$ cat src/rtl/pwmtime_pkg.sv
package pwmtime_pkg;

   localparam int CTRL_W = 16;
   localparam int CDIV_W = 3;
   localparam int HDIV_W = 3;

   typedef enum logic [1:0] {
      CM_UP   = 2'd0,
      CM_DOWN = 2'd1,
      CM_UPDN = 2'd2,
      CM_HOLD = 2'd3
   } cmode_e;

   typedef struct packed {
      logic [1:0]        run_mode;
      logic              ph_dir;
      logic [CDIV_W-1:0] cdiv;
      logic [HDIV_W-1:0] hdiv;
      logic              prd_imm;
      logic              ph_en;
      cmode_e            mode;
   } tctl_t;

   localparam logic [1:0] A_CTRL  = 2'd0;
   localparam logic [1:0] A_PRD   = 2'd1;
   localparam logic [1:0] A_PHASE = 2'd2;

endpackage

$ cat src/rtl/pwmtime_regs.sv
module pwmtime_regs
   import pwmtime_pkg::*;
#(
   parameter int               CNT_W   = 16,
   parameter logic [CNT_W-1:0] RST_PRD = '1
) (
   input  logic             clk,
   input  logic             rst_n,
   input  logic             wr_en,
   input  logic [1:0]       wr_addr,
   input  logic [CNT_W-1:0] wr_data,
   input  logic             shadow_ld,
   output tctl_t            ctrl,
   output logic [CNT_W-1:0] prd,
   output logic [CNT_W-1:0] phase,
   output logic             ctrl_wr
);

   logic [CNT_W-1:0] prd_sh;
   logic             prd_wr;
   logic             ph_wr;
   logic             spare_unused;

   assign ctrl_wr      = wr_en && (wr_addr == A_CTRL);
   assign prd_wr       = wr_en && (wr_addr == A_PRD);
   assign ph_wr        = wr_en && (wr_addr == A_PHASE);
   assign spare_unused = ^wr_data[6:4];

   always_ff @(posedge clk or negedge rst_n) begin
      if (!rst_n) begin
         ctrl.run_mode <= 2'd0;
         ctrl.ph_dir   <= 1'b0;
         ctrl.cdiv     <= '0;
         ctrl.hdiv     <= '0;
         ctrl.prd_imm  <= 1'b0;
         ctrl.ph_en    <= 1'b0;
         ctrl.mode     <= CM_HOLD;
         prd_sh        <= RST_PRD;
         prd           <= RST_PRD;
         phase         <= '0;
      end else begin
         if (ctrl_wr) begin
            ctrl.run_mode <= wr_data[15:14];
            ctrl.ph_dir   <= wr_data[13];
            ctrl.cdiv     <= wr_data[12:10];
            ctrl.hdiv     <= wr_data[9:7];
            ctrl.prd_imm  <= wr_data[3];
            ctrl.ph_en    <= wr_data[2];
            ctrl.mode     <= cmode_e'(wr_data[1:0]);
         end
         if (shadow_ld && !ctrl.prd_imm)
            prd <= prd_sh;
         if (prd_wr) begin
            prd_sh <= wr_data;
            if (ctrl.prd_imm)
               prd <= wr_data;
         end
         if (ph_wr)
            phase <= wr_data;
      end
   end

   assert_imm_load_R8: assert property (@(posedge clk) disable iff (!rst_n)
      (prd_wr && ctrl.prd_imm) |=> (prd == $past(wr_data)));

   assert_shadow_load_R8: assert property (@(posedge clk) disable iff (!rst_n)
      (shadow_ld && !ctrl.prd_imm) |=> (prd == $past(prd_sh)));

   assert_ctrl_only_on_write_R12: assert property (@(posedge clk) disable iff (!rst_n)
      (!ctrl_wr) |=> $stable(ctrl));

endmodule

$ cat src/rtl/pwmtime_prescale.sv
module pwmtime_prescale
   import pwmtime_pkg::*;
(
   input  logic              clk,
   input  logic              rst_n,
   input  logic              restart,
   input  logic [CDIV_W-1:0] cdiv,
   input  logic [HDIV_W-1:0] hdiv,
   output logic              tick
);

   localparam int CW = (1 << CDIV_W) - 1;
   localparam int HW = $clog2(2 * ((1 << HDIV_W) - 1));

   logic [CW-1:0] c_q;
   logic [CW-1:0] c_last;
   logic [HW-1:0] h_q;
   logic [HW-1:0] h_last;
   logic          c_end;
   logic          h_end;

   always_comb begin
      c_last = '0;
      for (int i = 0; i < CW; i++)
         if (i < int'(cdiv))
            c_last[i] = 1'b1;
   end

   assign h_last = (hdiv == '0) ? '0 : HW'(2 * int'(hdiv) - 1);
   assign c_end  = (c_q == c_last);
   assign h_end  = (h_q == h_last);
   assign tick   = c_end && h_end;

   always_ff @(posedge clk or negedge rst_n) begin
      if (!rst_n) begin
         c_q <= '0;
         h_q <= '0;
      end else if (restart) begin
         c_q <= '0;
         h_q <= '0;
      end else if (c_end) begin
         c_q <= '0;
         h_q <= h_end ? '0 : h_q + 1'b1;
      end else begin
         c_q <= c_q + 1'b1;
      end
   end

   assert_tick_gap_R6: assert property (@(posedge clk) disable iff (!rst_n)
      (tick && !restart && ((cdiv != '0) || (hdiv != '0))) |=> !tick);

   assert_restart_clears_R7: assert property (@(posedge clk) disable iff (!rst_n)
      (restart && ((cdiv != '0) || (hdiv != '0))) |=> (!tick || ($past(tick) && !$stable(cdiv))) || !$stable(hdiv) || !$stable(cdiv));

endmodule

$ cat src/rtl/pwmtime_counter.sv
module pwmtime_counter
   import pwmtime_pkg::*;
#(
   parameter int CNT_W = 16
) (
   input  logic             clk,
   input  logic             rst_n,
   input  logic             tick,
   input  cmode_e           mode,
   input  logic             ph_en,
   input  logic             ph_dir,
   input  logic [1:0]       run_mode,
   input  logic [CNT_W-1:0] prd,
   input  logic [CNT_W-1:0] phase,
   input  logic             sync_in,
   input  logic             suspend_in,
   output logic [CNT_W-1:0] cnt_q,
   output logic             count_up,
   output logic             zero_evt,
   output logic             per_evt
);

   logic [CNT_W-1:0] cnt_d;
   logic             dir_q;
   logic             dir_d;
   logic             halt;
   logic             step;
   logic             load;
   logic             at_zero;

   assign at_zero = (cnt_q == '0);
   assign halt    = suspend_in && ((run_mode == 2'd0) || ((run_mode == 2'd1) && at_zero));
   assign step    = tick && (mode != CM_HOLD) && !halt;
   assign load    = ph_en && sync_in;

   always_comb begin
      cnt_d = cnt_q;
      dir_d = dir_q;
      if (load) begin
         cnt_d = phase;
         dir_d = ph_dir;
      end else if (step) begin
         case (mode)
            CM_UP:   cnt_d = (cnt_q >= prd) ? '0 : cnt_q + 1'b1;
            CM_DOWN: cnt_d = at_zero ? prd : cnt_q - 1'b1;
            CM_UPDN: begin
               if (dir_q) begin
                  if (cnt_q >= prd) begin
                     dir_d = 1'b0;
                     cnt_d = at_zero ? '0 : cnt_q - 1'b1;
                  end else begin
                     cnt_d = cnt_q + 1'b1;
                  end
               end else if (at_zero) begin
                  dir_d = 1'b1;
                  cnt_d = (prd == '0) ? '0 : {{(CNT_W-1){1'b0}}, 1'b1};
               end else begin
                  cnt_d = cnt_q - 1'b1;
               end
            end
            default: ;
         endcase
      end
   end

   always_ff @(posedge clk or negedge rst_n) begin
      if (!rst_n) begin
         cnt_q <= '0;
         dir_q <= 1'b1;
      end else begin
         cnt_q <= cnt_d;
         dir_q <= dir_d;
      end
   end

   always_comb begin
      case (mode)
         CM_UP:   count_up = 1'b1;
         CM_DOWN: count_up = 1'b0;
         default: count_up = dir_q;
      endcase
   end

   assign zero_evt = step && at_zero;
   assign per_evt  = step && (cnt_q == prd);

   assert_up_step_R2: assert property (@(posedge clk) disable iff (!rst_n)
      ((mode == CM_UP) && step && !load && (cnt_q < prd)) |=> (cnt_q == $past(cnt_q) + 1'b1));

   assert_turn_at_zero_R4: assert property (@(posedge clk) disable iff (!rst_n)
      ((mode == CM_UPDN) && step && !load && !dir_q && at_zero) |=> dir_q);

   assert_hold_R5: assert property (@(posedge clk) disable iff (!rst_n)
      ((mode == CM_HOLD) && !load) |=> $stable(cnt_q));

   assert_idle_R6: assert property (@(posedge clk) disable iff (!rst_n)
      (!tick && !load) |=> $stable(cnt_q));

   assert_phase_load_R9: assert property (@(posedge clk) disable iff (!rst_n)
      load |=> (cnt_q == $past(phase)));

endmodule

$ cat src/rtl/pwm_timebase.sv
module pwm_timebase
   import pwmtime_pkg::*;
#(
   parameter int               CNT_W   = 16,
   parameter logic [CNT_W-1:0] RST_PRD = '1
) (
   input  logic             clk,
   input  logic             rst_n,
   input  logic             wr_en,
   input  logic [1:0]       wr_addr,
   input  logic [CNT_W-1:0] wr_data,
   input  logic             sync_in,
   input  logic             suspend_in,
   output logic [CNT_W-1:0] count,
   output logic             count_up,
   output logic             zero_evt,
   output logic             period_evt
);

   if (CNT_W < CTRL_W) begin : g_bad_width
      $error("pwm_timebase: CNT_W must cover the control word");
   end

   tctl_t            ctrl;
   logic [CNT_W-1:0] prd;
   logic [CNT_W-1:0] phase;
   logic             ctrl_wr;
   logic             tick;

   pwmtime_regs #(
      .CNT_W   (CNT_W),
      .RST_PRD (RST_PRD)
   ) u_regs (
      .clk       (clk),
      .rst_n     (rst_n),
      .wr_en     (wr_en),
      .wr_addr   (wr_addr),
      .wr_data   (wr_data),
      .shadow_ld (zero_evt),
      .ctrl      (ctrl),
      .prd       (prd),
      .phase     (phase),
      .ctrl_wr   (ctrl_wr)
   );

   pwmtime_prescale u_prescale (
      .clk     (clk),
      .rst_n   (rst_n),
      .restart (ctrl_wr),
      .cdiv    (ctrl.cdiv),
      .hdiv    (ctrl.hdiv),
      .tick    (tick)
   );

   pwmtime_counter #(
      .CNT_W (CNT_W)
   ) u_counter (
      .clk        (clk),
      .rst_n      (rst_n),
      .tick       (tick),
      .mode       (ctrl.mode),
      .ph_en      (ctrl.ph_en),
      .ph_dir     (ctrl.ph_dir),
      .run_mode   (ctrl.run_mode),
      .prd        (prd),
      .phase      (phase),
      .sync_in    (sync_in),
      .suspend_in (suspend_in),
      .cnt_q      (count),
      .count_up   (count_up),
      .zero_evt   (zero_evt),
      .per_evt    (period_evt)
   );

   assert_single_zero_R10: assert property (@(posedge clk) disable iff (!rst_n)
      (zero_evt && (prd != '0) && !sync_in) |=> !zero_evt);

endmodule

$ cat config.mk
export PLATFORM = sky130hd
export DESIGN_NAME = pwm_timebase
export DESIGN_NICKNAME = d
export VERILOG_FILES = /design/src/rtl/pwmtime_pkg.sv /design/src/rtl/pwmtime_regs.sv /design/src/rtl/pwmtime_prescale.sv /design/src/rtl/pwmtime_counter.sv /design/src/rtl/pwm_timebase.sv
export SDC_FILE = /design/constraint.sdc
export NUM_CORES = 1
export LEC_CHECK = 0
export ABC_AREA = 1
export BUFFER_PORTS_ARGS = -buffer_cell sky130_fd_sc_hd__buf_2
export CAP_MARGIN = 40
export CORE_MARGIN = 10
export CORE_UTILIZATION = 30
export CTS_CLUSTER_DIAMETER = 150
export DETAILED_ROUTE_END_ITERATION = 7
export GPL_TIMING_DRIVEN = 0
export PLACE_DENSITY = 0.52
export SYNTH_ARGS = -nofsm -noshare
export SYNTH_HDL_FRONTEND = slang
export SYNTH_SLANG_ARGS = --single-unit
$ cat constraint.sdc
create_clock -name clk -period 4.76 [get_ports clk]
set_input_delay 0.714 -clock clk [delete_from_list [all_inputs] [get_ports clk]]
set_output_delay 0.714 -clock clk [all_outputs]
set_load 0.1 [all_outputs]
### Word-level counts from Yosys, hierarchy flattened

Index checks and enable logic that the tools add are counted.
Widths: inputs -> output; s select.

| storage, ports and cells | value |
|---|---|
| flip-flop bits (word level) | 89 |
| input port bits | 23 |
| output and inout port bits | 19 |
| word-level logic and storage cells | 96 |

| operators by class | value |
|---|---|
| add/subtract/negate cells | 5 |
| magnitude comparators | 8 |
| eq/ne operators | 9 |
| mux-type cells | 33 |
| reductions and logical operators | 27 |

Operators with widths:

| cell | number |
|---|---|
| $mux 16 | 11 |
| $pmux 16 s3 | 1 |
| $logic_not 16->1 | 2 |
| $add 16x1->16 const B | 1 |
| $eq 16x16->1 | 1 |
| $ge 16x16->1 | 1 |
| $mux 4 | 4 |
| $sub 16x1->16 const B | 1 |
| $mux 1 | 14 |
| $mux 7 | 2 |
| $logic_and 1x1->1 | 12 |
| $lt 3x3->1 const A | 3 |
| $add 7x1->7 const B | 1 |
| $eq 7x7->1 | 1 |
| $eq 2x1->1 const B | 3 |
| $logic_not 2->1 | 3 |
| $lt 1x3->1 const A | 2 |
| $lt 2x3->1 const A | 2 |
| $reduce_bool 2->1 | 3 |
| $add 4x1->4 const B | 1 |
| $eq 2x2->1 const B | 2 |
| $eq 4x4->1 | 1 |
| $reduce_and 2->1 | 2 |
| $reduce_bool 4->1 | 1 |
| 6 further kinds | 7 |

### Longest topological paths before layout

| depth | value |
|---|---|
| word-level depth | 11 |
| gate-level depth with buffers | 20 |
| depth with buffers taken out | 20 |

### Modules after synthesis

Synthesis repeated with hierarchy kept, for this count alone.

| second synthesis, totals | value |
|---|---|
| cells, all modules | 979 |
| area total of the unflattened synthesis | 6616.3 um^2 |

Modules (own cells, without submodules):

| module | instances | cells each | area each (um^2) | sequential area each (um^2) |
|---|---|---|---|---|
| pwmtime_counter | 1 | 545 | 3101.7 | 426.7 |
| pwmtime_regs | 1 | 291 | 2583.7 | 1569.0 |
| pwmtime_prescale | 1 | 143 | 930.9 | 275.3 |

### Worst setup path before layout

Ideal clock, no wire load.

| timing path | value |
|---|---|
| path kind | register to output |
| start | register u_counter.cnt_q[0] |
| end | output period_evt |
| arrival time | 4.391 ns |
| required time | 4.046 ns |
| setup slack | -0.345 ns |
| cell stages (with the launch flop) | 13 |
| path through | dfrtp_1 > inv_1 > ha_1 > inv_1 > nor3_2 > nand3_4 > a21oi_2 > inv_2 > nand2_4 > nor2_8 > buf_2 > inv_1 > nor3_1 |

| between the ends | value |
|---|---|
| word-level cells in the longest chain between the ends | 7 |
| elaborated cells on any way between the ends | 8 |
| classes of those cells | eq/ne (1); reduce/logical (7) |

RTL lines:

| what | RTL line | source |
|---|---|---|
| start: declaration | pwmtime_counter.sv:17 | `output logic [CNT_W-1:0] cnt_q,` |
| start signal: assignment | pwmtime_counter.sv:71 | `cnt_q <= cnt_d;` |
| $logic_not 16->1 | pwmtime_counter.sv:31 | `assign at_zero = (cnt_q == '0);` |
| $logic_and 1x1->1 | pwmtime_counter.sv:32 | `assign halt = suspend_in && ((run_mode == 2'd0) \|\| ((run_mode == 2'd1) && at_zero));` |
| $logic_or 1x1->1 | pwmtime_counter.sv:32 |  |
| $logic_and 1x1->1 | pwmtime_counter.sv:32 |  |
| $logic_not 1->1 | pwmtime_counter.sv:33 | `assign step = tick && (mode != CM_HOLD) && !halt;` |
| $logic_and 1x1->1 | pwmtime_counter.sv:33 |  |
| $logic_and 1x1->1 (*) | pwmtime_counter.sv:85 | `assign per_evt = step && (cnt_q == prd);` |
| end: declaration | pwm_timebase.sv:17 | `output logic period_evt` |

Every way passes the cells marked *; elsewhere a longest branch is shown, timed or not.

### Worst setup path in the final report

| timing path | value |
|---|---|
| start | register, netlist name u_regs.ctrl[4] |
| end | output period_evt |

| between the ends | value |
|---|---|
| word-level cells in the longest chain between the ends | 7 |
| elaborated cells on any way between the ends | 8 |
| classes of those cells | add/sub (1); eq/ne (1); mux (1); reduce/logical (5) |

RTL lines:

| what | RTL line | source |
|---|---|---|
| $sub 4x1->4 / $logic_not 3->1 (equally long branches) | pwmtime_prescale.sv:29 | `assign h_last = (hdiv == '0) ? '0 : HW'(2 * int'(hdiv) - 1);` |
| $mux 4 (*) | pwmtime_prescale.sv:29 |  |
| $eq 4x4->1 (*) | pwmtime_prescale.sv:31 | `assign h_end = (h_q == h_last);` |
| $logic_and 1x1->1 (*) | pwmtime_prescale.sv:32 | `assign tick = c_end && h_end;` |
| $logic_and 1x1->1 (*) (2 in a row) | pwmtime_counter.sv:33 |  |
| $logic_and 1x1->1 (*) | pwmtime_counter.sv:85 |  |

Marks and branches as above.

==> out/metrics.yaml <==
wl_um: 21170
period_share_pct: 79.08
track_usage_pct: 15.14
finalSetupViolCount: 0
crit_required_ns: 4.05
rsz0062_at_grt: "no"
drv_slew: 0
endpoint: "period_evt"
met2_length_um: 9695
vias: 6284
clkPwrFrac_pct: 15.8
seq_area_um2: 2271
reg2regPathDepth: 17
min_period_ns: 3.764
critPathLaunch: "u_regs.ctrl[4]"
die_h_um: 167.4
die_x_um: 167.4
arrival_ns: 3.05
area_growth_pct: 13.32
insertion_delay_ns: 0.35
dr.pass1.iters: 5
syn_area_per_cell_um2: 6.533
syn_inst: 998
p_leak_nw: 3.946
async_reset_ff_share_pct: 100.0
routed.top_layer: "met4"
numCtsBuffers: 9
instances_no_fill: 1330
cp-start-kind: "register"
synth-seq-area-share_pct: 34.83
die_area_um2: 28030
drtIter0Drc: 349
vdd_drop_max_mv: 0.2146
max_freq_ghz: 0.2656
end_kind: "primary output"
ys_ff_latch: 89
start_util_pct: 30.73
switching_share_pct: 52.86
routedLengthMet1_um: 10290
syn_area_um2: 6520
netSwitchingPower_mw: 2.368
grt_pass1_wl_um: 34440
placed_cells: 1315
status: "completed"
ctsRootBufferMaster: "clkbuf_16"
ant_nets: 0
netlist-cell-type-count: 39
grt.overflow.total: 0
clock-sinks: 89
r2r_slack_ns: 1.82
antenna_found_initial: 0
powerDensity_nw_per_um2: 606.2
tritoncts: "yes"
dr_wl_met3_um: 758
antenna-diode-count: 0
drive_gt1_share_pct: 12.61
fin_nets: 1101
row_count: 53
fillers: 2379
cap_violations: 0
r2r-end: "u_counter.cnt_q[11]"
yosysWarnings: 0
grt_pass1_vias: 6328
routabilityCongestion: 0.8805
io_buffers: 41
hold_violations: 0
setup_tns_ns: 0
hpwl_um: 16740
dpl_cell_area_um2: 7104
fin_area_um2: 7388
p_int_mw: 2.111
core_area_um2: 21220
multiInputGateArea_um2: 3593
hold_path.class: "primary input to async pin"
drc: 0
max-slew-margin-rel_pct: 53.60
clk_pin_slew_ns: 0.06
skew_ns: 0.008532
wl_per_cell_um: 15.92
hold_buffers: 0
synth-edff-count: 0
power_frac_seq_pct: 27.5
critical_path_class: "register to primary output"
p_comb_share_pct: 56.7
routed_via_density: 4.725
timing.rr.start: "u_counter.cnt_q[0]"
io_pins: 42
synthFlopType: "dfrtp_1"
htreeDepth: 3
synth_fp_nets: 1048
clockBufferDepth: 2
cts_setup_buffers: 0
grt_max_degree: 49
path_max_fanout: 10
tightest_slew_ns: 0.6960
ctsResizeCount: 0
[sequential cells by signal, indices dropped and copies added, names as in the netlist]
name	count
u_counter.cnt_q	16
u_regs.phase	16
u_regs.prd	16
u_regs.prd_sh	16
u_regs.ctrl	13
u_prescale.c_q	7
u_prescale.h_q	4
u_counter.dir_q	1
[stage by stage]
| step | utilization [%] | setup WS [ns] | total power [mW] | hold WS (ns) |
|---|---|---|---|---|
| after global routing | 34.82 | 0.7352 | 4.877 | 0.4404 |
| after detailed placement | 33.48 | 1.343 | 3.775 | 0.4744 |
| final | 34.82 | 0.9956 | 4.479 | 0.4025 |
| after floorplan | - | 0.4201 | 3.125 | 0.4184 |
| after CTS | 34.82 | 0.9538 | 4.503 | 0.4135 |
| after global placement | 33.34 | 1.365 | 3.753 | 0.4687 |
[final cells by class]
| class | instances | share of cell area, % |
|---|---|---|
| multi-input combinational | 742 | 48.64 |
| sequential | 89 | 30.74 |
| inverter | 124 | 6.300 |
| tap | 275 | 4.657 |
| clock buffer | 14 | 3.438 |
| timing repair buffer | 42 | 3.184 |
| buffer | 43 | 2.642 |
| clock inverter | 1 | 0.4064 |
[cell usage after synthesis, types with 2 or more instances]
library cell  number  area share (%)
nor2_4             2            0.35
nand3_1           49             3.8
clkbuf_1          27             1.6
a21oi_1           14             1.1
nand4_1           40             3.8
nand2_1          360              21
buf_4              3            0.35
nor3_1             8            0.61
clkinv_1           3            0.17
inv_2              7            0.40
o21ai_1            8            0.61
o21ai_0           75             5.8
inv_1            114             6.6
or2_2              4            0.38
nand2_2            2            0.19
dfrtp_1           54              21
buf_2             12            0.92
xor2_1            17             2.3
xnor2_1            4            0.54
a21o_1             2            0.23
dfstp_2           35              14
nor2_1           105             6.0
a31oi_1            3            0.29
nor2_2             5            0.48
o211ai_1           5            0.58
ha_1              27             5.2
[layout by cell type (no fill, tap or decap), drive strengths merged, types with 4 or more instances in the layout]
| master | synthesis | layout |
|---|---|---|
| nand4 | 41 | 41 |
| xor2 | 17 | 17 |
| inv | 121 | 121 |
| ha | 27 | 27 |
| o211ai | 5 | 5 |
| clkbuf | 27 | 41 |
| dfrtp | 54 | 54 |
| xnor2 | 4 | 4 |
| nor2 | 113 | 113 |
| o21ai | 84 | 84 |
| or2 | 4 | 4 |
| a21oi | 15 | 15 |
| buf | 16 | 58 |
| nor3 | 9 | 9 |
| nand2 | 363 | 363 |
| nand3 | 51 | 51 |
| dfstp | 35 | 35 |
[power groups by stage]
| stage | clock network (mW) | registers, mW | logic [mW] |
|---|---|---|---|
| 6_report | 0.706 | 1.23 | 2.54 |
| 5_1_grt | 0.757 | 1.27 | 2.85 |
| 4_1_cts | 0.728 | 1.23 | 2.54 |
| 3_5_place_dp | 0 | 1.24 | 2.53 |
| 3_3_place_gp | 0 | 1.24 | 2.51 |
| 2_1_floorplan | 0 | 1.63 | 1.49 |
[worst max-delay path, stage by stage (launching register included)]
cell	delay (ns)
dfrtp_1	0.41
nor2_1	0.19
inv_1	0.07
ha_1	0.19
xor2_1	0.16
nor3_1	0.25
nand3b_1	0.15
clkinv_1	0.10
nand2_4	0.06
nor2_8	0.18
buf_2	0.24
inv_1	0.12
nor3_2	0.13
buf_2	0.45
[cell families (layout without fill, tap and decap cells)]
group | count (synthesis) | count (layout) | synth area share (%)
AO/OA/AOI/OAI | 112 | 112 | 9.288
AND/OR/NAND/NOR | 582 | 582 | 37.75
flip-flops | 89 | 89 | 34.83
buffers and inverters | 167 | 224 | 10.13
adder cells (fa/ha/maj) | 27 | 27 | 5.181
XOR/XNOR | 21 | 21 | 2.821
[worst min path at each step]
stage | start | endpoint | cells after the start
3_3_place_gp | u_regs.phase[6] | u_regs.phase[6] | 2
5_1_grt | rst_n | u_regs.phase[11] | 1
3_5_place_dp | u_regs.phase[9] | u_regs.phase[9] | 2
2_1_floorplan | rst_n | u_counter.cnt_q[0] | 0
4_1_cts | rst_n | u_regs.phase[11] | 1
6_report | rst_n | u_regs.phase[11] | 1
[layer usage]
layer / vias to the layer above / track usage [%]
li1: 3249 / -
met1: 2875 / 20.49
met2: 132 / 24.39
met3: 28 / 2.177
met4: 0 / 4.428
met5: - / 0
Power figures use the tool's default switching activity.
